[src/rtl/uart_tx_pkg.sv]
`timescale 1ns/1ps
package uart_tx_pkg;

   typedef enum logic {
      PAR_EVEN = 1'b0,
      PAR_ODD  = 1'b1
   } par_sense_e;

   // longest frame: start + data + parity + two stops
   function automatic int unsigned frame_width(input int unsigned data_w);
      return 1 + data_w + 1 + 2;
   endfunction

   function automatic int unsigned sel_width(input int unsigned data_w, input int unsigned min_w);
      return (data_w > min_w) ? $clog2(data_w - min_w + 1) : 1;
   endfunction

endpackage

[src/rtl/uart_tx_holding.sv]
`timescale 1ns/1ps
module uart_tx_holding #(
   parameter int unsigned DATA_W = 8
) (
   input  logic              clk,
   input  logic              rst_n,
   input  logic              wr_en,
   input  logic [DATA_W-1:0] wr_data,
   input  logic              tx_enable,
   input  logic              take,
   output logic              valid,
   output logic [DATA_W-1:0] data
);
   logic accept;

   // writes land only in an empty register while enabled
   assign accept = wr_en & tx_enable & ~valid;

   always_ff @(posedge clk or negedge rst_n) begin
      if (!rst_n) begin
         valid <= 1'b0;
         data  <= '0;
      end else begin
         if (accept) begin
            valid <= 1'b1;
            data  <= wr_data;
         end else if (take) begin
            valid <= 1'b0;
         end
      end
   end
endmodule

[src/rtl/uart_tx_framer.sv]
`timescale 1ns/1ps
module uart_tx_framer #(
   parameter int unsigned DATA_W      = 8,
   parameter int unsigned MIN_W       = 5,
   parameter bit          PARITY_OPT  = 1'b1,
   parameter bit          STOP2_OPT   = 1'b1,
   localparam int unsigned SEL_W      = uart_tx_pkg::sel_width(DATA_W, MIN_W),
   localparam int unsigned FRAME_W    = uart_tx_pkg::frame_width(DATA_W),
   localparam int unsigned CNT_W      = $clog2(FRAME_W + 1)
) (
   input  logic [DATA_W-1:0]  data,
   input  logic [SEL_W-1:0]   char_sel,
   input  logic               par_en,
   input  logic               par_odd,
   input  logic               two_stop,
   output logic [FRAME_W-1:0] frame,
   output logic [CNT_W-1:0]   nbits
);
   import uart_tx_pkg::*;

   logic par_on;
   logic stop2_on;
   par_sense_e sense;

   generate
      if (PARITY_OPT) begin : g_par
         assign par_on = par_en;
         assign sense  = par_odd ? PAR_ODD : PAR_EVEN;
      end else begin : g_nopar
         assign par_on = 1'b0;
         assign sense  = PAR_EVEN;
      end
      if (STOP2_OPT) begin : g_stop2
         assign stop2_on = two_stop;
      end else begin : g_stop1
         assign stop2_on = 1'b0;
      end
   endgenerate

   int unsigned len;
   logic        acc;

   always_comb begin
      len = MIN_W + int'(char_sel);
      if (len > DATA_W) len = DATA_W;
      frame    = '1;          // stop bits and unused tail stay high
      frame[0] = 1'b0;        // start bit
      acc      = 1'b0;
      for (int i = 0; i < DATA_W; i++) begin
         if (i < int'(len)) begin
            frame[1 + i] = data[i];
            acc          = acc ^ data[i];
         end
      end
      if (par_on) frame[1 + len] = acc ^ (sense == PAR_ODD);
      nbits = CNT_W'(1 + len + (par_on ? 1 : 0) + (stop2_on ? 2 : 1));
   end
endmodule

[src/rtl/uart_tx_shifter.sv]
`timescale 1ns/1ps
module uart_tx_shifter #(
   parameter int unsigned FRAME_W = 12,
   localparam int unsigned CNT_W  = $clog2(FRAME_W + 1)
) (
   input  logic               clk,
   input  logic               rst_n,
   input  logic               tick,
   input  logic               have_data,
   input  logic [FRAME_W-1:0] frame,
   input  logic [CNT_W-1:0]   nbits,
   output logic               take,
   output logic               frame_end,
   output logic               busy,
   output logic               line
);
   logic [FRAME_W-1:0] sh;
   logic [CNT_W-1:0]   cnt;
   logic               last;

   assign last      = busy & (cnt == CNT_W'(1));
   assign frame_end = tick & last;
   assign take      = tick & have_data & (~busy | last);
   assign line      = busy ? sh[0] : 1'b1;

   always_ff @(posedge clk or negedge rst_n) begin
      if (!rst_n) begin
         sh   <= '1;
         cnt  <= '0;
         busy <= 1'b0;
      end else if (tick) begin
         if (take) begin
            sh   <= frame;
            cnt  <= nbits;
            busy <= 1'b1;
         end else if (last) begin
            sh   <= '1;
            cnt  <= '0;
            busy <= 1'b0;
         end else if (busy) begin
            sh  <= {1'b1, sh[FRAME_W-1:1]};
            cnt <= cnt - CNT_W'(1);
         end
      end
   end
endmodule

[src/rtl/uart_tx_status.sv]
`timescale 1ns/1ps
module uart_tx_status (
   input  logic clk,
   input  logic rst_n,
   input  logic frame_end,
   input  logic take,
   input  logic busy,
   input  logic buf_valid,
   input  logic tx_enable,
   input  logic done_clr,
   input  logic done_ack,
   input  logic empty_ie,
   input  logic done_ie,
   output logic tx_done,
   output logic active,
   output logic empty_irq,
   output logic done_irq
);
   always_ff @(posedge clk or negedge rst_n) begin
      if (!rst_n) begin
         tx_done <= 1'b0;
      end else if (frame_end & ~take) begin
         tx_done <= 1'b1;
      end else if (done_clr | done_ack) begin
         tx_done <= 1'b0;
      end
   end

   // enable is taken at once; disable waits until nothing is queued
   always_ff @(posedge clk or negedge rst_n) begin
      if (!rst_n) begin
         active <= 1'b0;
      end else if (tx_enable) begin
         active <= 1'b1;
      end else if (~busy & ~buf_valid) begin
         active <= 1'b0;
      end
   end

   assign empty_irq = ~buf_valid & empty_ie;
   assign done_irq  = tx_done & done_ie;
endmodule

[src/rtl/uart_tx_flagged.sv]
`timescale 1ns/1ps
module uart_tx_flagged #(
   parameter int unsigned DATA_W     = 8,
   parameter int unsigned MIN_W      = 5,
   parameter bit          PARITY_OPT = 1'b1,
   parameter bit          STOP2_OPT  = 1'b1,
   localparam int unsigned SEL_W     = uart_tx_pkg::sel_width(DATA_W, MIN_W)
) (
   input  logic              clk,
   input  logic              rst_n,
   input  logic              wr_en,
   input  logic [DATA_W-1:0] wr_data,
   input  logic [SEL_W-1:0]  char_sel,
   input  logic              par_en,
   input  logic              par_odd,
   input  logic              two_stop,
   input  logic              tx_enable,
   input  logic              baud_tick,
   input  logic              empty_ie,
   input  logic              done_ie,
   input  logic              done_clr,
   input  logic              done_ack,
   output logic              txd,
   output logic              txd_oe,
   output logic              buf_empty,
   output logic              tx_done,
   output logic              empty_irq,
   output logic              done_irq
);
   localparam int unsigned FRAME_W = uart_tx_pkg::frame_width(DATA_W);
   localparam int unsigned CNT_W   = $clog2(FRAME_W + 1);

   generate
      if (MIN_W < 1 || DATA_W < MIN_W) begin : g_bad_width
         $fatal(1, "uart_tx_flagged: need 1 <= MIN_W <= DATA_W");
      end
   endgenerate

   logic               buf_valid;
   logic [DATA_W-1:0]  buf_data;
   logic               take;
   logic               frame_end;
   logic               busy;
   logic               line;
   logic               active;
   logic [FRAME_W-1:0] frame;
   logic [CNT_W-1:0]   nbits;

   uart_tx_holding #(.DATA_W(DATA_W)) u_hold (
      .clk       (clk),
      .rst_n     (rst_n),
      .wr_en     (wr_en),
      .wr_data   (wr_data),
      .tx_enable (tx_enable),
      .take      (take),
      .valid     (buf_valid),
      .data      (buf_data)
   );

   uart_tx_framer #(
      .DATA_W     (DATA_W),
      .MIN_W      (MIN_W),
      .PARITY_OPT (PARITY_OPT),
      .STOP2_OPT  (STOP2_OPT)
   ) u_framer (
      .data     (buf_data),
      .char_sel (char_sel),
      .par_en   (par_en),
      .par_odd  (par_odd),
      .two_stop (two_stop),
      .frame    (frame),
      .nbits    (nbits)
   );

   uart_tx_shifter #(.FRAME_W(FRAME_W)) u_shift (
      .clk       (clk),
      .rst_n     (rst_n),
      .tick      (baud_tick),
      .have_data (buf_valid),
      .frame     (frame),
      .nbits     (nbits),
      .take      (take),
      .frame_end (frame_end),
      .busy      (busy),
      .line      (line)
   );

   uart_tx_status u_status (
      .clk       (clk),
      .rst_n     (rst_n),
      .frame_end (frame_end),
      .take      (take),
      .busy      (busy),
      .buf_valid (buf_valid),
      .tx_enable (tx_enable),
      .done_clr  (done_clr),
      .done_ack  (done_ack),
      .empty_ie  (empty_ie),
      .done_ie   (done_ie),
      .tx_done   (tx_done),
      .active    (active),
      .empty_irq (empty_irq),
      .done_irq  (done_irq)
   );

   assign buf_empty = ~buf_valid;
   assign txd_oe    = active;
   assign txd       = active ? line : 1'b1;
endmodule

[config.mk]
export PLATFORM = sky130hd
export DESIGN_NAME = uart_tx_flagged
export DESIGN_NICKNAME = d
export VERILOG_FILES = /design/src/rtl/uart_tx_pkg.sv /design/src/rtl/uart_tx_holding.sv /design/src/rtl/uart_tx_framer.sv /design/src/rtl/uart_tx_shifter.sv /design/src/rtl/uart_tx_status.sv /design/src/rtl/uart_tx_flagged.sv
export SDC_FILE = /design/constraint.sdc
export NUM_CORES = 1
export LEC_CHECK = 0
export BUFFER_PORTS_ARGS = -buffer_cell sky130_fd_sc_hd__buf_4
export CAP_MARGIN = 0
export CORE_AREA = 2 2 69 103
export CTS_BUF_LIST = sky130_fd_sc_hd__clkbuf_16
export CTS_CLUSTER_DIAMETER = 100
export DETAILED_ROUTE_END_ITERATION = 8
export DIE_AREA = 0 0 71 105
export SKIP_CTS_REPAIR_TIMING = 1
export SLEW_MARGIN = 20
export SYNTH_ARGS = -nofsm -noshare
export SYNTH_HDL_FRONTEND = slang
export SYNTH_HIERARCHICAL = 1
export SYNTH_SLANG_ARGS = --single-unit
[constraint.sdc]
create_clock -name clk -period 2.6 [get_ports clk]
set_clock_uncertainty 0.15 [all_clocks]
set_input_delay 0.39 -clock clk [delete_from_list [all_inputs] [get_ports clk]]
set_output_delay 0.39 -clock clk [all_outputs]
set_load 0.01 [all_outputs]
* Word-level counts from Yosys, hierarchy flattened
Cells that the tools add are included.
** Word-level totals
- Output and inout bits :: 6
- Register bits after elaboration :: 28
- Word-level logic and storage cells :: 95
- Input bits :: 22
** Operators by class
- Reductions and logical operators :: 8
- Bitwise logic cells :: 23
- Eq/ne operators :: 1
- Add/subtract/negate cells :: 5
- Magnitude comparators :: 11
- Mux-type cells :: 40
** Operator list (number)
- 4-bit by 32-bit less-than comparator with 1-bit output, first input constant :: 4
- 3-bit by 32-bit less-than comparator with 1-bit output, first input constant :: 2
- 12-bit two-way mux :: 4
- 1-bit by 32-bit adder with 32-bit output, first input constant :: 1
- 32-bit by 1-bit greater-or-equal comparator with 1-bit output, second input constant :: 1
- 32-bit by 4-bit > comparator with 1-bit output, second input constant :: 1
- 1-bit by 32-bit less-than comparator with 1-bit output, first input constant :: 1
- 2-bit by 32-bit less-than comparator with 1-bit output, first input constant :: 1
- 32-bit by 5-bit less-than comparator with 1-bit output, second input constant :: 1
- 32-bit two-way mux :: 1
- 1-bit two-way mux :: 29
- 12-bit bitwise mux :: 1
- 4-bit two-way mux :: 3
- 1-bit bitwise AND :: 10
- 4-bit adder :: 2
- 2-bit nonzero test :: 4
- 1-bit bitwise XOR :: 8
- 3-bit by 2-bit adder with 4-bit output, first input constant :: 1
- 1-bit demux with 4-bit select :: 1
- 4-bit by 1-bit equality test with 1-bit output, second input constant :: 1
- 2-bit AND reduction :: 2
- 4-bit by 1-bit subtractor with 4-bit output, second input constant :: 1
- 1-bit NOT :: 3
- 3-bit nonzero test :: 1
- other kinds (3) :: 4

* Depth between registers and ports, before layout
- Depth after elaboration :: 23
- Gate-level depth with buffers :: 9
- Gate-level depth less buffers :: 9

* Modules after synthesis
The synthesis kept the hierarchy.
** Modules (own cells, without submodules)
- uart_tx_shifter :: cells each 108, times used 1, seq. area each 440.4 um2, area each 1001.0 um2
- uart_tx_framer :: cells each 57, times used 1, seq. area each 0.0 um2, area each 464.2 um2
- uart_tx_holding :: cells each 20, times used 1, seq. area each 225.2 um2, area each 344.1 um2
- uart_tx_status :: cells each 9, times used 1, seq. area each 50.0 um2, area each 98.8 um2
- uart_tx_flagged :: cells each 2, times used 1, seq. area each 0.0 um2, area each 10.0 um2

* Least setup slack after synthesis
No wires, ideal clock.
- Path type :: in2reg
- From :: in char_sel[0]
- To :: reg u_shift.sh[5]
- Path slack :: 323 ps
- Required time :: 2361 ps
- Data arrival time :: 2038 ps
- Stages :: 8
- Path buffers :: 0
- Path through :: inv_1 ha_1 o21ai_1 xnor3_1 xnor3_2 a31oi_1 a211oi_1 a211oi_1
** On the way
- Word-level cells in the longest chain between the ends :: 23
- Elaborated cells on any way between the ends :: 37
** RTL lines
- start: declaration :: RTL line uart_tx_flagged.sv:13 : input logic [SEL_W-1:0] char_sel,
- 3-bit by 2-bit adder with 4-bit output * :: RTL line uart_tx_framer.sv:44 : len = MIN_W + int'(char_sel);
- 32-bit by 4-bit > comparator with 1-bit output :: RTL line uart_tx_framer.sv:45 : if (len > DATA_W) len = DATA_W;
- 32-bit two-way mux * :: RTL line uart_tx_framer.sv:45
- 1-bit by 32-bit less-than comparator with 1-bit output :: RTL line uart_tx_framer.sv:50 : if (i < int'(len)) begin
- 1-bit two-way mux :: RTL line uart_tx_framer.sv:50
- 1-bit bitwise XOR :: RTL line uart_tx_framer.sv:52 : acc = acc ^ data[i];
- 1-bit two-way mux :: RTL line uart_tx_framer.sv:50
- 1-bit bitwise XOR :: RTL line uart_tx_framer.sv:52
- (+8 left out)
- 1-bit two-way mux :: RTL line uart_tx_framer.sv:50
- 1-bit bitwise XOR :: RTL line uart_tx_framer.sv:52
- 1-bit two-way mux :: RTL line uart_tx_framer.sv:50
- 1-bit bitwise XOR :: RTL line uart_tx_framer.sv:55 : if (par_on) frame[1 + len] = acc ^ (sense == PAR_ODD);
- 12-bit bitwise mux :: RTL line uart_tx_framer.sv:55
- 12-bit two-way mux * :: RTL line uart_tx_framer.sv:55
- via frame[5] :: RTL line uart_tx_flagged.sv:46 : logic [FRAME_W-1:0] frame;
- 12-bit two-way mux * :: RTL line uart_tx_shifter.sv:32 : if (take) begin
- end signal: assignment :: RTL line uart_tx_shifter.sv:33 : sh <= frame;
- end signal: assignment :: RTL line uart_tx_shifter.sv:41 : sh <= {1'b1, sh[FRAME_W-1:1]};
- end: declaration :: RTL line uart_tx_shifter.sv:17 : logic [FRAME_W-1:0] sh;
Mark *: on every way through the listed nets, which the timed path passes. The rest lies on a longest branch.
A chain may end at the register's enable or synchronous reset.

* Worst setup path after layout
- From :: in char_sel[0]
- To :: reg u_shift.sh[6]
Same word-level chain as after synthesis.

==> impl_results.md <==
* Post-route insts no fill at 294
* Synth Cell Area at 1920 um^2
* Routed via count at 1498
* CORE AREA at 6530 um^2
* Total Power at 1.89 mW
* Global-route wire length before repair at 7420 um
* Post-synth top area share at 20.9%
* Most frequent cells in the layout: buf_4 (31), nor2_1 (28), a211oi_1 (24)
* Starting density of the core at 29.4%
* Ys async rst share at 100%
* Total congestion overflow at 0
* Reg-to-Reg End: u_shift/sh[3]
* Power density over the cells at 834 nW/um^2
* Worst slew margin at 49.9%
* Tmin final at 2240 ps
* Diode count at 0
* Register area at 716 um^2
* Total Neg Setup Slack at 0 ps
* Run status: finished, final reports clean
* RSZ-0062 raised after global routing: no
* Startpoint types: primary input
* Maximum fanout along the worst path at 8
* H-tree depth at 1
* Hold path startpoint: done_clr
* Cells after Synth at 196
* Seq cells post-synth at 28
* Final setup viols at 0
* Worst Max-Slew Pin Slew at 752 ps
* R2r startpoint: u_shift/cnt[1]
* Die height at 105 um
* CP required at 2620 ps
* Top cells by area, synth: dfrtp_1 (21%), dfstp_2 (16%), a211oi_1 (9.4%)
* Area delta synth->final at 17.9%
* Maximum clock rate at 447 MHz
* Worst-Skew Late Latency at 260 ps
* DRT Wirelength at 4330 um
* CP dominant cell by count: a211oi_1
* Critical Path AT at 2260 ps
* Slowest stage delay, CP at 450 ps
* Clock buffer depth at 2
* Synth unique cells at 49
* Worst reg2reg path depth at 6
* Multi-input logic area at 1060 um^2
* Wire per inst at 14.7 um
* HP Class: in -> reg
* Placed Cells at 289
* Setup slack, reg-to-reg at 520 ps
* CP endpoint kind: register
* Max-Cap Viols at 0
* Final Max Slew Viols at 0
* Largest net degree at the start of global routing at 29
* Vias in the first global route at 1552
* Yosys warnings at 6
* Die Width at 71 um
* Sequential fraction of the synthesis area at 37.3%
* Peak VDD IR at 0.000376 V
* Cell area after layout at 2260 um^2
* Count of input and output buffers at 27
* Worst-path clk slew at 70 ps
* Commonest non-fill, non-tap cell in the layout: buf_4
* Yosys top cell by area: dfrtp_1
* Hold slack at 160 ps
* Detail Route Antenna Nets at 0
* Crit path max-delay cell type: xnor3_2
* Syn_area_per_cell at 9.79 um^2
* First-iteration detailed-routing DRC count at 58
* Initial antenna violation count at 0
* Critical path class: in -> reg
* Layout cell share with drive strength beyond 1 at 29.4%
* Post-DP HPWL at 3080 um
* # DRC at 0
* Post-DR vias/cell at 5.10
* Fill count at 668
* Clock buffer count from CTS at 3
* GRT Overall Usage at 12.4%
* Leakage power at 0.972 nW
* First-pass detailed-route iteration total at 4
* Ys flop type: dfrtp_1
* Placement Cell Area at 2170 um^2
* Net Count, Synth at 233
* CTS tree: yes
* Post-synth EDFFs at 0
* Root buffer cell: clkbuf_16
* Hold Path End: u_status/tx_done
* Final worst path period share at 86.1%
* IO Pins at 28
* Final Hold Vio Count at 0
* Critical path cell sequence: buf_4 > inv_1 > ha_1 > o21ai_1 > xnor3_1 > xnor3_2 > a31oi_1 > a211oi_1 > a211oi_1
* # clock sinks at 28
* Net count, final at 256
* Hold Crit Depth at 2
* Full die area at 7460 um^2
* GPL Wtd Cong at 0.766
* Rows at 36
==> flip-flops by register name, summed over array words and instances, names as in the netlist <==
signal / flops
u_shift/busy: 1
u_hold/valid: 1
u_shift/sh: 12
u_shift/cnt: 4
u_status/tx_done: 1
u_hold/data: 8
u_status/active: 1
==> where the power goes <==
group | switching, mW | total (mW) | internal [mW]
Clock | 0.149 | 0.356 | 0.206
Sequential | 0.141 | 0.746 | 0.605
Combinational | 0.375 | 0.783 | 0.408
Total | 0.666 | 1.89 | 1.22
==> metal layers <==
layer | GRT usage [%] | routed length (um)
met4 | 4.04 | 38
met2 | 22.4 | 2350
met1 | 15.0 | 1820
met3 | 1.54 | 115
met5 | 0 | 0
==> critical path: cells and delay by family <==
| kind | cells | cell delay (ps) |
|---|---|---|
| XOR/XNOR | 2 | 790 |
| AO/OA/AOI/OAI | 4 | 660 |
| buffers and inverters | 2 | 210 |
| adder cells (fa/ha/maj) | 1 | 220 |
==> Yosys cell counts, types with 3 or more instances <==
master and n:
nor2_1 28, a211oi_1 24, inv_1 17, dfrtp_1 16, ha_1 13, dfstp_2 12
mux2_2 8, clkbuf_1 7, nand2_1 5, nand2b_1 4, o21ai_0 4, a221o_1 3
a31oi_1 3, nand3_1 3, nand4_1 3, o21ai_1 3, xnor2_1 3
==> cell type report <==
class	instances	share of cell area, %
Clock inverter	1	0.166
Clock buffer	3	3.32
Multi-Input combinational cell	137	47.1
Tap cell	76	4.21
Timing Repair Buffer	32	10.7
Sequential cell	28	31.7
Inverter	17	2.82
==> through the flow <==
stage | worst slack (ps) | util (%)
floorplan | 323 | -
global placement | 139 | 33.3
detailed placement | 107 | 33.3
CTS | 367 | 34.5
global route | 218 | 34.6
finish | 362 | 34.6
==> cell families (layout without fill, tap and decap cells) <==
family                     count (synthesis)  count (layout)  synth area share [%]
muxes                                      8               8                  4.70
and+or+nand+nor                           57              57                  16.0
other                                      1               1                 0.196
DFF                                       28              28                  37.3
adders and majority gates                 15              15                  10.6
xor gates and xnor gates                   6               6                  4.24
AOI/OAI and AO/OA                         50              50                  19.8
buffers and inverters                     31              53                  7.18
==> worst max-delay path by stage <==
| stage | endpoint | slack [ps] | startpoint | depth (start not counted) |
|---|---|---|---|---|
| floorplan | u_shift/sh[5] | 320 | char_sel[0] | 8 |
| global placement | u_shift/sh[5] | 140 | char_sel[0] | 9 |
| detailed placement | u_shift/sh[5] | 110 | char_sel[0] | 9 |
| CTS | u_shift/sh[5] | 370 | char_sel[0] | 9 |
| global route | u_shift/sh[6] | 220 | char_sel[0] | 9 |
| finish | u_shift/sh[6] | 360 | char_sel[0] | 9 |
No activity file was read; power rests on OpenSTA's default activity.
